`src/rtl/lin_hdr_pkg.sv`:
```
package lin_hdr_pkg;

  typedef enum logic [2:0] {
    ST_IDLE,
    ST_ARM,
    ST_BRK,
    ST_DLM,
    ST_SYN,
    ST_PID
  } hdr_st_e;

  typedef struct packed {
    logic sync_val;
    logic sync_stop;
    logic parity;
    logic pid_stop;
  } flt_sel_t;

  localparam logic [7:0] SYNC_PATTERN = 8'h55;
  localparam int         FIELD_BITS   = 10;

endpackage

```
`src/rtl/lin_hdr_capture.sv`:
```
module lin_hdr_capture
  import lin_hdr_pkg::*;
#(
  parameter int CHAN_W  = 5,
  parameter int CHAN_ID = 0,
  parameter int ID_W    = 6
) (
  input  logic              clk,
  input  logic              rst_n,
  input  logic              take,
  input  logic [ID_W-1:0]   frame_id,
  input  logic              flt_en,
  input  logic [CHAN_W-1:0] flt_chan,
  input  flt_sel_t          flt_req,
  output logic [ID_W-1:0]   id_q,
  output flt_sel_t          flt_q
);

  logic            chan_hit;
  logic [ID_W-1:0] id_d;
  flt_sel_t        flt_d;

  assign chan_hit = flt_en && (flt_chan == CHAN_W'(CHAN_ID));

  always_comb begin
    id_d  = id_q;
    flt_d = flt_q;
    if (take) begin
      id_d  = frame_id;
      flt_d = chan_hit ? flt_req : '0;
    end
  end

  always_ff @(posedge clk or negedge rst_n) begin
    if (!rst_n) begin
      id_q  <= '0;
      flt_q <= '0;
    end else begin
      id_q  <= id_d;
      flt_q <= flt_d;
    end
  end

  // a start taken without enable and channel match carries no fault
  a_r7_gate_off: assert property (@(posedge clk) disable iff (!rst_n)
    take && !(flt_en && flt_chan == CHAN_W'(CHAN_ID)) |=> flt_q == '0);

  // captured selects change only when a start is accepted
  a_r12_hold: assert property (@(posedge clk) disable iff (!rst_n)
    !take |=> $stable(flt_q) && $stable(id_q));

endmodule

```
`src/rtl/lin_pid_calc.sv`:
```
module lin_pid_calc
  import lin_hdr_pkg::*;
(
  input  logic [5:0] id,
  input  logic       flip_p1,
  output logic [7:0] pid
);

  logic p0;
  logic p1_raw;

  always_comb begin
    p0     = id[0] ^ id[1] ^ id[2] ^ id[4];
    p1_raw = id[1] ^ id[3] ^ id[4] ^ id[5];
    pid    = {(flip_p1 ? p1_raw : ~p1_raw), p0, id};
  end

endmodule

```
`src/rtl/lin_hdr_seq.sv`:
```
module lin_hdr_seq
  import lin_hdr_pkg::*;
#(
  parameter int BREAK_BITS = 13,
  parameter int DELIM_BITS = 1
) (
  input  logic       clk,
  input  logic       rst_n,
  input  logic       tick,
  input  logic       take,
  input  logic [7:0] sync_byte,
  input  logic [7:0] pid_byte,
  input  logic       sync_stop_bad,
  input  logic       pid_stop_bad,
  output logic       tx,
  output logic       busy,
  output logic       done
);

  localparam int MAXB0 = (BREAK_BITS > DELIM_BITS) ? BREAK_BITS : DELIM_BITS;
  localparam int MAXB  = (MAXB0 > FIELD_BITS) ? MAXB0 : FIELD_BITS;
  localparam int CNT_W = $clog2(MAXB + 1);

  hdr_st_e          st_q, st_d;
  logic [CNT_W-1:0] cnt_q, cnt_d;
  logic             done_q, done_d;

  function automatic logic field_bit(input logic [7:0] b, input logic stop_bad,
                                     input logic [CNT_W-1:0] idx);
    logic [CNT_W-1:0] k;
    k = idx - 1'b1;
    if (idx == '0)                              return 1'b0;
    else if (idx >= CNT_W'(FIELD_BITS - 1))     return !stop_bad;
    else                                        return b[k[2:0]];
  endfunction

  always_comb begin
    st_d   = st_q;
    cnt_d  = cnt_q;
    done_d = 1'b0;
    case (st_q)
      ST_IDLE: if (take) st_d = ST_ARM;
      ST_ARM: if (tick) begin
        st_d  = ST_BRK;
        cnt_d = '0;
      end
      ST_BRK: if (tick) begin
        if (cnt_q == CNT_W'(BREAK_BITS - 1)) begin
          st_d  = ST_DLM;
          cnt_d = '0;
        end else cnt_d = cnt_q + 1'b1;
      end
      ST_DLM: if (tick) begin
        if (cnt_q == CNT_W'(DELIM_BITS - 1)) begin
          st_d  = ST_SYN;
          cnt_d = '0;
        end else cnt_d = cnt_q + 1'b1;
      end
      ST_SYN: if (tick) begin
        if (cnt_q == CNT_W'(FIELD_BITS - 1)) begin
          st_d  = ST_PID;
          cnt_d = '0;
        end else cnt_d = cnt_q + 1'b1;
      end
      ST_PID: if (tick) begin
        if (cnt_q == CNT_W'(FIELD_BITS - 1)) begin
          st_d   = ST_IDLE;
          cnt_d  = '0;
          done_d = 1'b1;
        end else cnt_d = cnt_q + 1'b1;
      end
      default: st_d = ST_IDLE;
    endcase
  end

  always_ff @(posedge clk or negedge rst_n) begin
    if (!rst_n) begin
      st_q   <= ST_IDLE;
      cnt_q  <= '0;
      done_q <= 1'b0;
    end else begin
      st_q   <= st_d;
      cnt_q  <= cnt_d;
      done_q <= done_d;
    end
  end

  always_comb begin
    case (st_q)
      ST_BRK:  tx = 1'b0;
      ST_SYN:  tx = field_bit(sync_byte, sync_stop_bad, cnt_q);
      ST_PID:  tx = field_bit(pid_byte, pid_stop_bad, cnt_q);
      default: tx = 1'b1;
    endcase
  end

  assign busy = (st_q != ST_IDLE);
  assign done = done_q;

  // break field is dominant throughout
  a_r2_break_low: assert property (@(posedge clk) disable iff (!rst_n)
    st_q == ST_BRK |-> !tx);

  // the line level changes only at a bit boundary while a header runs
  a_r3_bit_hold: assert property (@(posedge clk) disable iff (!rst_n)
    busy && !tick |=> $stable(tx));

  // completion pulse is one clock wide
  a_r5_done_single: assert property (@(posedge clk) disable iff (!rst_n)
    done |=> !done);

  // completion pulse follows a busy cycle and coincides with idle
  a_r5_done_idle: assert property (@(posedge clk) disable iff (!rst_n)
    done |-> !busy && $past(busy));

endmodule

```
`src/rtl/lin_hdr_tx.sv`:
```
module lin_hdr_tx
  import lin_hdr_pkg::*;
#(
  parameter int BREAK_BITS = 13,
  parameter int DELIM_BITS = 1,
  parameter int CHAN_W     = 5,
  parameter int CHAN_ID    = 0
) (
  input  logic              clk,
  input  logic              rst_n,
  input  logic              bit_tick,
  input  logic              start,
  input  logic [5:0]        frame_id,
  input  logic              flt_en,
  input  logic [CHAN_W-1:0] flt_chan,
  input  logic              flt_sync_val,
  input  logic              flt_sync_stop,
  input  logic              flt_parity,
  input  logic              flt_pid_stop,
  output logic              tx,
  output logic              busy,
  output logic              done
);

  logic       take;
  logic [5:0] id_q;
  flt_sel_t   flt_req, flt_q;
  logic [7:0] pid_byte, sync_byte;

  assign take    = start && !busy;
  assign flt_req = '{sync_val: flt_sync_val, sync_stop: flt_sync_stop,
                     parity: flt_parity, pid_stop: flt_pid_stop};

  lin_hdr_capture #(
    .CHAN_W (CHAN_W),
    .CHAN_ID(CHAN_ID),
    .ID_W   (6)
  ) u_cap (
    .clk     (clk),
    .rst_n   (rst_n),
    .take    (take),
    .frame_id(frame_id),
    .flt_en  (flt_en),
    .flt_chan(flt_chan),
    .flt_req (flt_req),
    .id_q    (id_q),
    .flt_q   (flt_q)
  );

  lin_pid_calc u_pid (
    .id     (id_q),
    .flip_p1(flt_q.parity),
    .pid    (pid_byte)
  );

  assign sync_byte = flt_q.sync_val ? 8'h00 : SYNC_PATTERN;

  lin_hdr_seq #(
    .BREAK_BITS(BREAK_BITS),
    .DELIM_BITS(DELIM_BITS)
  ) u_seq (
    .clk          (clk),
    .rst_n        (rst_n),
    .tick         (bit_tick),
    .take         (take),
    .sync_byte    (sync_byte),
    .pid_byte     (pid_byte),
    .sync_stop_bad(flt_q.sync_stop),
    .pid_stop_bad (flt_q.pid_stop),
    .tx           (tx),
    .busy         (busy),
    .done         (done)
  );

  // idle line is recessive
  a_r1_idle_high: assert property (@(posedge clk) disable iff (!rst_n)
    !busy |-> tx);

  // a start while busy leaves the captured identifier alone
  a_r6_ignore: assert property (@(posedge clk) disable iff (!rst_n)
    busy && start |=> $stable(id_q));

endmodule

```
`config.mk`:
```
export PLATFORM = sky130hd
export DESIGN_NAME = lin_hdr_tx
export DESIGN_NICKNAME = d
export VERILOG_FILES = /design/src/rtl/lin_hdr_pkg.sv /design/src/rtl/lin_hdr_capture.sv /design/src/rtl/lin_pid_calc.sv /design/src/rtl/lin_hdr_seq.sv /design/src/rtl/lin_hdr_tx.sv
export SDC_FILE = /design/constraint.sdc
export NUM_CORES = 1
export LEC_CHECK = 0
export BUFFER_PORTS_ARGS = -buffer_cell sky130_fd_sc_hd__buf_4
export CORE_UTILIZATION = 40
export DETAILED_ROUTE_END_ITERATION = 8
export SKIP_CTS_REPAIR_TIMING = 1
export SYNTH_ARGS = -nofsm -noshare
export SYNTH_HDL_FRONTEND = slang
export SYNTH_SLANG_ARGS = --single-unit
```
`constraint.sdc`:
```
create_clock -name clk -period 3.1 [get_ports clk]
set_clock_uncertainty 0.1 [all_clocks]
set_input_delay 0.62 -clock clk [delete_from_list [all_inputs] [get_ports clk]]
set_output_delay 0.62 -clock clk [all_outputs]
set_load 0.1 [all_outputs]
```
==> results.md <==
- Dpl cell area: 1338 um^2
- DRC viols: 0
- TritonCTS Buffers: 3
- Final worst slack: 0.2165 ns
- Leak Pwr: 0.6543 nW
- Mapped Avg Cell Area: 10.47 um^2
- Total Routing Usage GR: 0.1631
- # nets final: 160
- Hold Vio Cnt, Final: 0
- Peak VDD IR: 0.6211 mV
- First-pass GRT wire length: 4071 um
- Max Clk Rate: 0.3468 GHz
- FILL cells: 263
- Total Power: 0.001279 W
- CP startpoint kind: flop
- Outcome: finished, final reports clean
- Reg-to-reg slack, setup: 1.14 ns
- Crit Path Max Fanout: 4
- Maxcap violations: 0
- Grt total ovfl: 0
- Clock transition at the registers of the reported paths: 0.11 ns
- R2r endpoint: u_seq.cnt_q[0]
- Slew at the pin with the worst max-slew slack: 0.4314 ns
- Reg area: 451.7 um^2
- Ys Warns: 0
- Reg-to-reg startpoint: u_seq.cnt_q[0]
- Net count after synthesis: 136
- Fin crit share: 0.9302
- Vias in the first global route: 938
- Detailed-route wire length: 2362 um
- Io pins: 23
- Worst-Skew Late Latency: 0.30 ns
- Crit path capture type: output port
- Final design utilization: 0.5014
- Worst Setup Path Type: reg2out
- Die width: 55.91 um
- Synth top area share: 0.3875
- Unrepaired setup endpoints after global routing: false
- Core box area: 2758 um^2
- Sequential area share after synthesis: 0.3875
- Largest net degree at the start of global routing: 19
- CTS tree: built
- Min cycle time layout: 2.883 ns
- DIE AREA: 3125 um^2
- Num Clock Sinks: 18
- Detail Route Antenna Nets: 0
- Area of the multi-input gates: 664.4 um^2
- Synth-to-Final Area Change: 18.95%
- Hold Crit Class: in2async
- Vias post-DR: 930
- Pwr Density: 925.0 nW/um^2
- Starting Density: 0.4215
- Worst path required time: 2.38 ns
- DIE HEIGHT: 55.91 um
- Reg2Reg Depth: 7
- Vias/cell: 5.636
- Clock root buffer: clkbuf_4
- Cell row count: 19
- WL per Instance: 14.32 um
- Antenna cells: 0
- Max_slew headroom: 0.7104
- Share of post-route cells with drive strength above 1: 0.3060
- Async SR Flop Fraction: 1.000
- Top cells by area, synth: dfrtp_1, mux2_2, ha_1
- Number of unique standard cell types used by synthesis: 40
- First drt pass iteration count: 4
- Port Buffers: 22
- Final HPWL DP: 1848 um
- Flops & latches, synth: 18
- H-tree depth: 1
- Post-synth EDFFs: 0
- RePlAce Congestion: 0.7684
- Crit path arrival time: 2.16 ns
- Design area: 1383 um^2
- Final setup viols: 0
- Pre-CTS setup slack: 0.3209 ns
- Clock Tree Buf Depth: 2
- Synth Flop Type: dfrtp_1
- Post-synthesis cell area: 1162 um^2
- First DRT Iteration DRCs: 34
- Post-synthesis cell count: 111
- Area leader, netlist: dfrtp_1
- Max Slew Vio Count: 0
- Initial antenna violation count: 0
- Setup TNS: 0 ns
==> layout make-up <==
class | count | area share
multi-input combinational | 84 | 0.4805
inverter | 5 | 0.01357
sequential | 18 | 0.3267
clock buffer | 4 | 0.02624
timing repair buffer | 23 | 0.1249
tap | 31 | 0.02805
==> sequential cells by signal (all words and copies together), names as in the netlist <==
register,count
u_seq.cnt_q,4
u_cap.id_q,6
u_seq.done,1
u_cap.flt_q,4
u_seq.st_q,3
==> worst max-delay path: stages, from the launching register on <==
cell and delay [ns]:
dfrtp_2 0.42, inv_1 0.11, ha_1 0.26, nand2b_1 0.15, nor2_1 0.14, and4b_1 0.24, a221oi_2 0.22, nand2_1 0.09
buf_4 0.24
==> synthesized netlist by cell type, types with 2 or more instances <==
cell	number
a22o_1	7
buf_2	2
dfrtp_1	18
ha_1	5
inv_1	5
mux2_2	7
mux2i_1	4
nand2_1	9
nand2b_1	3
nor2_1	11
nor2b_1	3
nor3_1	3
o211ai_1	2
o21ai_0	2
o21ai_1	2
o21bai_1	2
xnor2_1	2
xor2_1	2
==> through the flow <==
step / instances / hold slack [ns]
floorplan: 111 / 0.2244
global placement: 160 / 0.4000
detailed placement: 160 / 0.4025
CTS: 164 / 0.07001
global route: 165 / 0.06807
finish: 165 / 0.06731
==> kinds of logic (layout without fill, tap and decap cells) <==
| family | Yosys count | after routing | synth area share |
|---|---|---|---|
| compound gates | 24 | 24 | 0.1733 |
| xor+xnor | 5 | 5 | 0.04952 |
| fa+ha+maj | 5 | 5 | 0.05382 |
| buf+inv | 9 | 32 | 0.04091 |
| flops | 18 | 18 | 0.3875 |
| mux | 12 | 12 | 0.1216 |
| simple gates | 38 | 38 | 0.1733 |
==> per-layer routing <==
metal  track usage  wire length (um)  up-vias
li1              -                 -      448
met1        0.2152              1047      461
met2        0.2788              1215       17
met3       0.02093                71        4
met4       0.05226                27        0
met5             0                 0        -
==> power breakdown <==
group	internal, W	switching [W]
Clock	0.0000717	0.0000776
Sequential	0.000306	0.0000994
Combinational	0.000322	0.000402
Total	0.000700	0.000578
==> layout by cell type (no fill, tap or decap), types with 2 or more instances in the layout <==
| cell type | Yosys | routed |
|---|---|---|
| ha_1 | 5 | 5 |
| o211ai_1 | 2 | 2 |
| mux2_2 | 7 | 7 |
| nor3_1 | 3 | 3 |
| nand2b_1 | 3 | 3 |
| nand2_1 | 9 | 9 |
| a22o_1 | 7 | 7 |
| inv_1 | 5 | 5 |
| nor2b_1 | 3 | 3 |
| dfrtp_1 | 18 | 17 |
| o21ai_0 | 2 | 2 |
| clkbuf_4 | 0 | 3 |
| buf_4 | 1 | 23 |
| o21bai_1 | 2 | 2 |
| o21ai_1 | 2 | 2 |
| xor2_1 | 2 | 2 |
| mux2i_1 | 4 | 4 |
| xnor2_1 | 2 | 2 |
| nor2_1 | 11 | 11 |
==> how the worst max path moves through the flow <==
| stage | from | endpoint | slack [ns] |
|---|---|---|---|
| detailed placement | u_seq.cnt_q[0] | tx | 0.32 |
| floorplan | u_seq.cnt_q[0] | tx | 0.30 |
| global route | u_seq.cnt_q[1] | tx | 0.06 |
| CTS | u_seq.cnt_q[0] | tx | -0.01 |
| global placement | u_seq.cnt_q[0] | tx | 0.45 |
| finish | u_seq.cnt_q[0] | tx | 0.22 |
(Power assumes the default switching activity.)
